File: src/rtl/twi_pkg.sv
package twi_pkg;
    localparam int BYTE_W = 8;
    localparam int CNT_W  = $clog2(BYTE_W) + 1;

    typedef enum logic [3:0] {
        ST_IDLE,
        ST_DEV_ADDR,
        ST_DEV_ACK,
        ST_REG_ADDR,
        ST_REG_ACK,
        ST_WR_DATA,
        ST_WR_ACK,
        ST_RD_DATA,
        ST_RD_ACK,
        ST_WAIT
    } twi_state_t;
endpackage

File: src/rtl/twi_sync.sv
module twi_sync #(
    parameter int WIDTH  = 2,
    parameter int STAGES = 2
) (
    input  logic             clk,
    input  logic             rst_n,
    input  logic [WIDTH-1:0] d,
    output logic [WIDTH-1:0] q
);
    logic [WIDTH-1:0] pipe [STAGES];

    always_ff @(posedge clk or negedge rst_n) begin
        if (!rst_n) begin
            for (int i = 0; i < STAGES; i++) pipe[i] <= '1;
        end else begin
            pipe[0] <= d;
            for (int i = 1; i < STAGES; i++) pipe[i] <= pipe[i-1];
        end
    end

    assign q = pipe[STAGES-1];
endmodule

File: src/rtl/twi_cond_det.sv
module twi_cond_det (
    input  logic clk,
    input  logic rst_n,
    input  logic scl,
    input  logic sda,
    output logic scl_rise,
    output logic scl_fall,
    output logic start_det,
    output logic stop_det
);
    logic scl_q, sda_q;

    always_ff @(posedge clk or negedge rst_n) begin
        if (!rst_n) begin
            scl_q <= 1'b1;
            sda_q <= 1'b1;
        end else begin
            scl_q <= scl;
            sda_q <= sda;
        end
    end

    assign scl_rise  = scl && !scl_q;
    assign scl_fall  = !scl && scl_q;
    assign start_det = scl && scl_q && sda_q && !sda;
    assign stop_det  = scl && scl_q && !sda_q && sda;
endmodule

File: src/rtl/twi_reg_slave.sv
module twi_reg_slave
    import twi_pkg::*;
#(
    parameter logic [6:0] DEV_ADDR    = 7'h2A,
    parameter int         SYNC_STAGES = 2
) (
    input  logic              clk,
    input  logic              rst_n,
    input  logic              scl_i,
    input  logic              sda_i,
    output logic              sda_oe,
    output logic              reg_wr_en,
    output logic [BYTE_W-1:0] reg_wr_addr,
    output logic [BYTE_W-1:0] reg_wr_data,
    output logic              reg_rd_en,
    output logic [BYTE_W-1:0] reg_rd_addr,
    input  logic [BYTE_W-1:0] reg_rd_data
);
    localparam logic [CNT_W-1:0] LAST_RX = CNT_W'(BYTE_W);
    localparam logic [CNT_W-1:0] LAST_TX = CNT_W'(BYTE_W - 1);

    logic [1:0] line_s;
    logic       scl_s, sda_s;
    logic       scl_rise, scl_fall, start_det, stop_det;

    twi_state_t        state, state_d;
    logic [CNT_W-1:0]  cnt;
    logic [BYTE_W-1:0] shreg, reg_addr_q;
    logic              addr_ok, rd_dir, rd_req_q;
    logic              byte_end, addr_hit, receiving;

    twi_sync #(.WIDTH(2), .STAGES(SYNC_STAGES)) u_sync (
        .clk(clk), .rst_n(rst_n), .d({scl_i, sda_i}), .q(line_s)
    );
    assign scl_s = line_s[1];
    assign sda_s = line_s[0];

    twi_cond_det u_cond (
        .clk(clk), .rst_n(rst_n), .scl(scl_s), .sda(sda_s),
        .scl_rise(scl_rise), .scl_fall(scl_fall),
        .start_det(start_det), .stop_det(stop_det)
    );

    assign byte_end  = scl_fall && (cnt == LAST_RX);
    assign addr_hit  = (shreg[BYTE_W-1:1] == DEV_ADDR) && (!shreg[0] || addr_ok);
    assign receiving = (state == ST_DEV_ADDR) || (state == ST_REG_ADDR) ||
                       (state == ST_WR_DATA);

    // next-state logic
    always_comb begin
        state_d = state;
        if (stop_det) begin
            state_d = ST_IDLE;
        end else if (start_det) begin
            state_d = ST_DEV_ADDR;
        end else begin
            unique case (state)
                ST_IDLE, ST_WAIT: state_d = state;
                ST_DEV_ADDR: if (byte_end) state_d = addr_hit ? ST_DEV_ACK : ST_WAIT;
                ST_DEV_ACK:  if (scl_fall) state_d = rd_dir ? ST_RD_DATA : ST_REG_ADDR;
                ST_REG_ADDR: if (byte_end) state_d = ST_REG_ACK;
                ST_REG_ACK:  if (scl_fall) state_d = ST_WR_DATA;
                ST_WR_DATA:  if (byte_end) state_d = ST_WR_ACK;
                ST_WR_ACK:   if (scl_fall) state_d = ST_WAIT;
                ST_RD_DATA:  if (scl_fall && cnt == LAST_TX) state_d = ST_RD_ACK;
                ST_RD_ACK:   if (scl_rise) state_d = ST_WAIT;
                default:     state_d = ST_IDLE;
            endcase
        end
    end

    // state register and datapath
    always_ff @(posedge clk or negedge rst_n) begin
        if (!rst_n) begin
            state      <= ST_IDLE;
            cnt        <= '0;
            shreg      <= '0;
            reg_addr_q <= '0;
            addr_ok    <= 1'b0;
            rd_dir     <= 1'b0;
            rd_req_q   <= 1'b0;
        end else begin
            state    <= state_d;
            rd_req_q <= 1'b0;
            if (start_det || stop_det) begin
                cnt <= '0;
                if (stop_det) addr_ok <= 1'b0;
            end else begin
                if (receiving && scl_rise && cnt < LAST_RX) begin
                    shreg <= {shreg[BYTE_W-2:0], sda_s};
                    cnt   <= cnt + 1'b1;
                end
                if (receiving && byte_end) cnt <= '0;
                if (state == ST_DEV_ADDR && byte_end) begin
                    rd_dir   <= shreg[0];
                    rd_req_q <= addr_hit && shreg[0];
                end
                if (state == ST_REG_ADDR && byte_end) reg_addr_q <= shreg;
                if (state == ST_REG_ACK && scl_fall) addr_ok <= 1'b1;
                if (state == ST_DEV_ACK && scl_fall && rd_dir) begin
                    shreg <= reg_rd_data;
                    cnt   <= '0;
                end
                if (state == ST_RD_DATA && scl_fall && cnt < LAST_TX) begin
                    shreg <= {shreg[BYTE_W-2:0], 1'b1};
                    cnt   <= cnt + 1'b1;
                end
            end
        end
    end

    // outputs
    always_comb begin
        unique case (state)
            ST_DEV_ACK, ST_REG_ACK, ST_WR_ACK: sda_oe = 1'b1;
            ST_RD_DATA:                        sda_oe = !shreg[BYTE_W-1];
            default:                           sda_oe = 1'b0;
        endcase
        reg_wr_en   = (state == ST_WR_ACK) && scl_fall && !start_det && !stop_det;
        reg_wr_addr = reg_addr_q;
        reg_wr_data = shreg;
        reg_rd_en   = rd_req_q;
        reg_rd_addr = reg_addr_q;
    end
endmodule

File: config.mk
export PLATFORM = sky130hd
export DESIGN_NAME = twi_reg_slave
export DESIGN_NICKNAME = d
export VERILOG_FILES = /design/src/rtl/twi_pkg.sv /design/src/rtl/twi_sync.sv /design/src/rtl/twi_cond_det.sv /design/src/rtl/twi_reg_slave.sv
export SDC_FILE = /design/constraint.sdc
export NUM_CORES = 1
export LEC_CHECK = 0
export ABC_AREA = 0
export BUFFER_PORTS_ARGS = -buffer_cell sky130_fd_sc_hd__buf_2
export CORE_ASPECT_RATIO = 0.6
export CORE_MARGIN = 1
export CORE_UTILIZATION = 31
export CTS_CLUSTER_SIZE = 24
export DETAILED_ROUTE_END_ITERATION = 8
export PLACE_DENSITY_LB_ADDON = 0.3
export SYNTH_ARGS = -nofsm -noshare
export SYNTH_HDL_FRONTEND = slang
export SYNTH_HIERARCHICAL = 1
export SYNTH_SLANG_ARGS = --single-unit
File: constraint.sdc
create_clock -name clk -period 1.8 [get_ports clk]
set_input_delay 0.18 -clock clk [delete_from_list [all_inputs] [get_ports clk]]
set_output_delay 0.18 -clock clk [all_outputs]
set_load 0.01 [all_outputs]
Word level (Yosys, flattened, before mapping)
Cells that the tools add are included.
{"block": "totals", "register_bits": 33, "output_inout_bits": 27, "elab_cells": 111}
{"block": "op_classes", "addsub": 1, "n_lt_le_gt_ge": 2, "eq_ne": 22, "muxes": 27, "bitwise_logic": 1, "reduce_logical": 47}
{"op": "4-bit two-way mux", "count": 16}
{"op": "4-bit one-hot mux with 9 select lines", "count": 1}
{"op": "4-bit != test, second input constant", "count": 8}
{"op": "1-bit logical AND", "count": 24}
{"op": "8-bit two-way mux", "count": 3}
{"op": "4-bit by 3-bit equality test with 1-bit output, second input constant", "count": 5}
{"op": "4-bit equality test, second input constant", "count": 3}
{"op": "9-bit AND reduction", "count": 1}
{"op": "4-bit by 2-bit equality test with 1-bit output, second input constant", "count": 2}
{"op": "1-bit zero test", "count": 8}
{"op": "2-bit AND reduction", "count": 4}
{"op": "7-bit by 6-bit equality test with 1-bit output, second input constant", "count": 1}
{"op": "1-bit two-way mux", "count": 5}
{"op": "5-bit nonzero test", "count": 1}
{"op": "4-bit by 1-bit adder with 4-bit output, second input constant", "count": 1}
{"op": "4-bit by 1-bit equality test with 1-bit output, second input constant", "count": 1}
{"op": "4-bit zero test", "count": 1}
{"op": "1-bit logical OR", "count": 4}
{"op": "4-bit by 3-bit < comparator with 1-bit output, second input constant", "count": 1}
{"op": "4-bit < comparator, second input constant", "count": 1}
{"op": "3-bit two-way mux", "count": 1}
{"op": "3-bit != test, second input constant", "count": 1}
{"op": "3-bit nonzero test", "count": 1}
{"op": "3-bit OR reduction", "count": 1}
{"op": "5 further kinds", "count": 5}

Logic depth before layout (Yosys ltp)
{"block": "depth", "word_depth": 10, "mapped_depth": 8}

Hierarchy
The synthesis kept the hierarchy.
{"module": "twi_reg_slave", "n_inst": 1, "cells_each": 155, "area_each_um2": 1552.7, "seq_area_each_um2": 675.6}
{"module": "twi_sync", "n_inst": 1, "cells_each": 6, "area_each_um2": 120.1, "seq_area_each_um2": 105.1}
{"module": "twi_cond_det", "n_inst": 1, "cells_each": 6, "area_each_um2": 85.1, "seq_area_each_um2": 52.6}

Least setup slack after synthesis
OpenSTA, ideal clock, no wires.
{"block": "synth_timing", "kind": "register to register", "start": "register u_cond.scl_q", "end": "register reg_addr_q[1] (netlist: reg_rd_addr[1])", "setup_ps": 125, "t_arrival_ps": 1845, "path_slack_ps": -170, "stages_incl_launch_ff": 7, "n_path_buf": 1, "period_less_slack_ps": 1970, "path_cell_list": "dfstp_2 > nor2b_1 > nand3b_1 > or2_2 > or3_1 > buf_2 > mux2_2"}
{"item": "start: declaration", "line_no": "twi_cond_det.sv:11", "rtl": "logic scl_q, sda_q;"}
{"item": "start signal: assignment", "line_no": "twi_cond_det.sv:18", "rtl": "scl_q <= scl;"}
{"item": "1-bit logical AND", "line_no": "twi_cond_det.sv:24", "rtl": "assign scl_fall = !scl && scl_q;"}
{"item": "via scl_fall", "line_no": "twi_reg_slave.sv:24", "rtl": "logic scl_rise, scl_fall, start_det, stop_det;"}
{"item": "1-bit logical AND", "line_no": "twi_reg_slave.sv:44", "rtl": "assign byte_end = scl_fall && (cnt == LAST_RX);"}
{"item": "1-bit logical AND", "line_no": "twi_reg_slave.sv:98", "rtl": "if (state == ST_REG_ADDR && byte_end) reg_addr_q <= shreg;"}
{"item": "2-bit AND reduction (no line)"}
{"item": "end signal: assignment", "line_no": "twi_reg_slave.sv:98"}
{"item": "end: declaration", "line_no": "twi_reg_slave.sv:28", "rtl": "logic [BYTE_W-1:0] shreg, reg_addr_q;"}
The timed path passes the listed nets, and every way through them passes these cells.
A chain may end at the register's enable or synchronous reset.

Worst setup path in the final report
{"block": "layout_timing", "start": "register u_cond.scl_q", "end": "register reg_addr_q[2] (netlist: reg_rd_addr[2])"}
The elaborated chain is that of the path after synthesis.

==> summary.txt <==
Power
  – Lkg Pwr: between 1 and 1.5 nW
  – PD cells: around 880 nW/um^2
  – Clock power share: 0.259
  – VDD IR max: 0.5248 mV
  – Comb pwr share: 0.325
  – NetSw: roughly 0.00073 W
  – Reg power frac: 0.416
  – Pint: around 0.0015 W
  – Switching Share: 0.3236

Route
  – Final WL: 4576 um
  – Post-DRT Antenna Nets: 0
  – Routed wire per std cell: roughly 15 um
  – Residual DRC count: 0
  – DR vias/cell: 4.851
  – Initial DRC Count: between 60 and 70
  – DR vias: 1494
  – Drt pass-1 iters: 6

Job
  – Max-cap violations: 0

Yosys
  – Async SR Flop Fraction: 1.000
  – Synth top area cells: dfrtp_1, dfstp_2, mux2_2, mux2i_1, buf_4
  – EDFF count, synth: 0
  – Netlist cell types: between 40 and 50
  – Synthesized flop and latch total: 33
  – Post-synth top flop: dfrtp_1
  – Syn nets: roughly 180
  – Seq/Total Area, Yosys: 0.4740
  – Post-synth top area share: 0.3843
  – Mapped Area: 1758 um^2
  – Synth area leader: dfrtp_1
  – Synth Warn #: 6
  – Mapped Cells: approximately 170
  – Avg Cell Area, Syn: approximately 11 um^2

Cells and area
  – Share of cells above drive strength 1: 0.5785
  – Nets: roughly 260
  – Diode count: 0
  – Finished Cell Area: between 2000 and 3000 um^2
  – Layout area overhead: 46.33%
  – Finished Core Util: 0.4895

Worst setup path
  – Max FO, Critical Path: 4
  – Crit path capture type: flip-flop
  – Setup crit start kind: flip-flop
  – Worst Path Required: slightly below 2 ns
  – Critical path class: reg2reg
  – Critical Path AT: between 2 and 2.5 ns

Global route
  – Gr ovfl total: 0
  – Global-route wire length before repair: approximately 7000 um
  – Largest net degree at the start of global routing: 34
  – Initial antenna violation count: 0
  – Number of global-route vias before repair: 1346
  – Total GRT Usage: 0.1603

STA
  – Setup TNS: -1.159 ns
  – Slew headroom: 0.5143
  – Fin crit share: 1.057
  – Worst-Margin Slew: about 0.73 ns
  – Fmax: approximately 530 MHz
  – Tmin final: between 1.5 and 2 ns
  – RSZ-0062 raised after global routing: true
  – Pins Over Slew Limit: 0
  – Fin. Hold Viols: 0
  – Worst setup margin: -0.1024 ns
  – Setup violators final: 18
  – Clock Skews: ~0.011 ns

Die
  – Top Ports: 39
  – Core area: between 5000 and 6000 um^2
  – Number of cell rows: 20
  – Die Width: a little under 100 um
  – Die area: around 6000 um^2
  – Die Height: between 60 and 70 um
  – Initial Util: 0.3345

Clock network
  – Longest Clk Path Bufs: 2
  – Clk pin slew, worst setup/hold paths: approximately 0.070 ns
  – Insertion delay to the later sink of the worst-skew pair: 0.28 ns
  – Clock Sinks: 33
  – Root Driver: clkbuf_8
  – CTS tree: done
  – H-tree Lvls: 2
  – CTS Buf Count: 5

Place
  – Post-DP Area: approximately 2200 um^2
  – DP Worst Slack: -0.1569 ns
  – Dpl hpwl: 3214 um
  – Buffers on Ports: 38
  – GP Congestion: approximately 0.84

Min path
  – Hold Path Class: in2reg

Status
  – Status: finished, violations left
  – Failing checks: setup timing
[synthesized netlist by cell type, types with 2 or more instances]
cell type / instances
nand2_1: 8
o21ai_0: 6
xnor2_1: 2
nor2b_1: 6
mux2_2: 9
or2_2: 2
dfrtp_1: 27
a21oi_2: 2
buf_4: 10
nor3_1: 2
and4b_1: 3
clkbuf_1: 3
ha_1: 2
dfstp_2: 6
a21oi_1: 11
buf_2: 3
mux2i_1: 9
nor2_1: 17
inv_1: 6
nand3b_1: 3
nand3_1: 4
[stage by stage]
stage | hold WS, ns | power, W | cells
floorplan | -0.1156 | 0.001239 | 167
detailed placement | 0.2800 | 0.001549 | 293
global route | 0.2032 | 0.002388 | 308
finish | 0.2070 | 0.002258 | 308
global placement | 0.2861 | 0.001552 | 293
CTS | 0.2006 | 0.002194 | 305
[placed cells by master, fill, tap and decap left out, types with 3 or more instances in the layout]
cell,Yosys,layout
buf_2,3,38
buf_4,10,36
dfrtp_1,27,25
nor2_1,17,11
mux2_2,9,8
mux2i_1,9,8
a21oi_2,2,7
inv_1,6,6
nand2_1,8,6
a21oi_1,11,6
clkbuf_8,0,6
buf_6,1,6
dfstp_2,6,6
nor2_2,0,5
o21ai_0,6,4
nor2b_1,6,3
nand3b_1,3,3
and4b_1,3,3
dlygate4sd3_1,0,3
[final cells by class]
type | count | area (um^2)
clock buffer | 8 | 90.09
inverter | 6 | 22.52
sequential | 33 | 835.8
fill | 478 | 2683
timing repair buffer | 84 | 578.1
tap | 66 | 82.58
multi-input combinational | 111 | 963.4
[worst max-delay path: stages, from the launching register on]
cell and delay (ns):
dfstp_2 0.53, nor2b_4 0.16, nand3b_1 0.10, or2_4 0.24, or3_4 0.34, buf_4 0.17, mux2_2 0.27
[state kept, by name, summed over array words and instances (netlist names)]
name	cells
rd_dir	1
u_cond/scl_q	1
reg_rd_addr	8
reg_rd_en	1
cnt	4
u_sync/pipe	2
addr_ok	1
u_cond/sda_q	1
u_sync/q	2
state	4
reg_wr_data	8
[power groups by stage]
stage	logic (W)	registers (W)	clock network, W
final	0.000734	0.000940	0.000584
after global routing	0.000805	0.000951	0.000632
after CTS	0.000663	0.000937	0.000594
after detailed placement	0.000608	0.000942	0
after global placement	0.000606	0.000945	0
after floorplan	0.000247	0.000992	0
[final timing paths]
path	from	end	slack, ns	cells after the start
worst max register to register	u_cond/scl_q	reg_rd_addr[2]	-0.10	6
max in group asynchronous	rst_n	state[3]	0.80	2
min in group asynchronous	rst_n	reg_wr_data[7]	0.49	2
worst max-delay path	u_cond/scl_q	reg_rd_addr[2]	-0.10	6
worst min-delay path	reg_rd_data[6]	reg_wr_data[6]	0.21	3
worst min register to register	u_sync/pipe[2]	u_sync/q[0]	0.36	0
[per-layer routing]
metal	global-route usage	up-vias	part of all wire
met5	0	-	0
met4	0.04412	0	0.0063
met3	0.03917	2	0.051
met2	0.2014	37	0.38
met1	0.2614	722	0.56
li1	-	733	-
[what timing repair did]
action | CTS | global route
setup endpoints to repair | 23 | 25
gates resized for setup | 26 | 20
hold buffers | 3 | 0
pin swaps | 5 | 9
hold endpoints to repair | 29 | 0
setup buffers | 2 | 3
cloned | 0 | 1
[logic make-up after synthesis]
group                    synth area share
XOR/XNOR                         0.009966
AO/OA/AOI/OAI                      0.1303
AND/OR/NAND/NOR                    0.1858
adder cells (fa/ha/maj)           0.01423
multiplexers                       0.1089
flip-flops                         0.4740
buffers and inverters             0.07686
(Power assumes the default switching activity.)
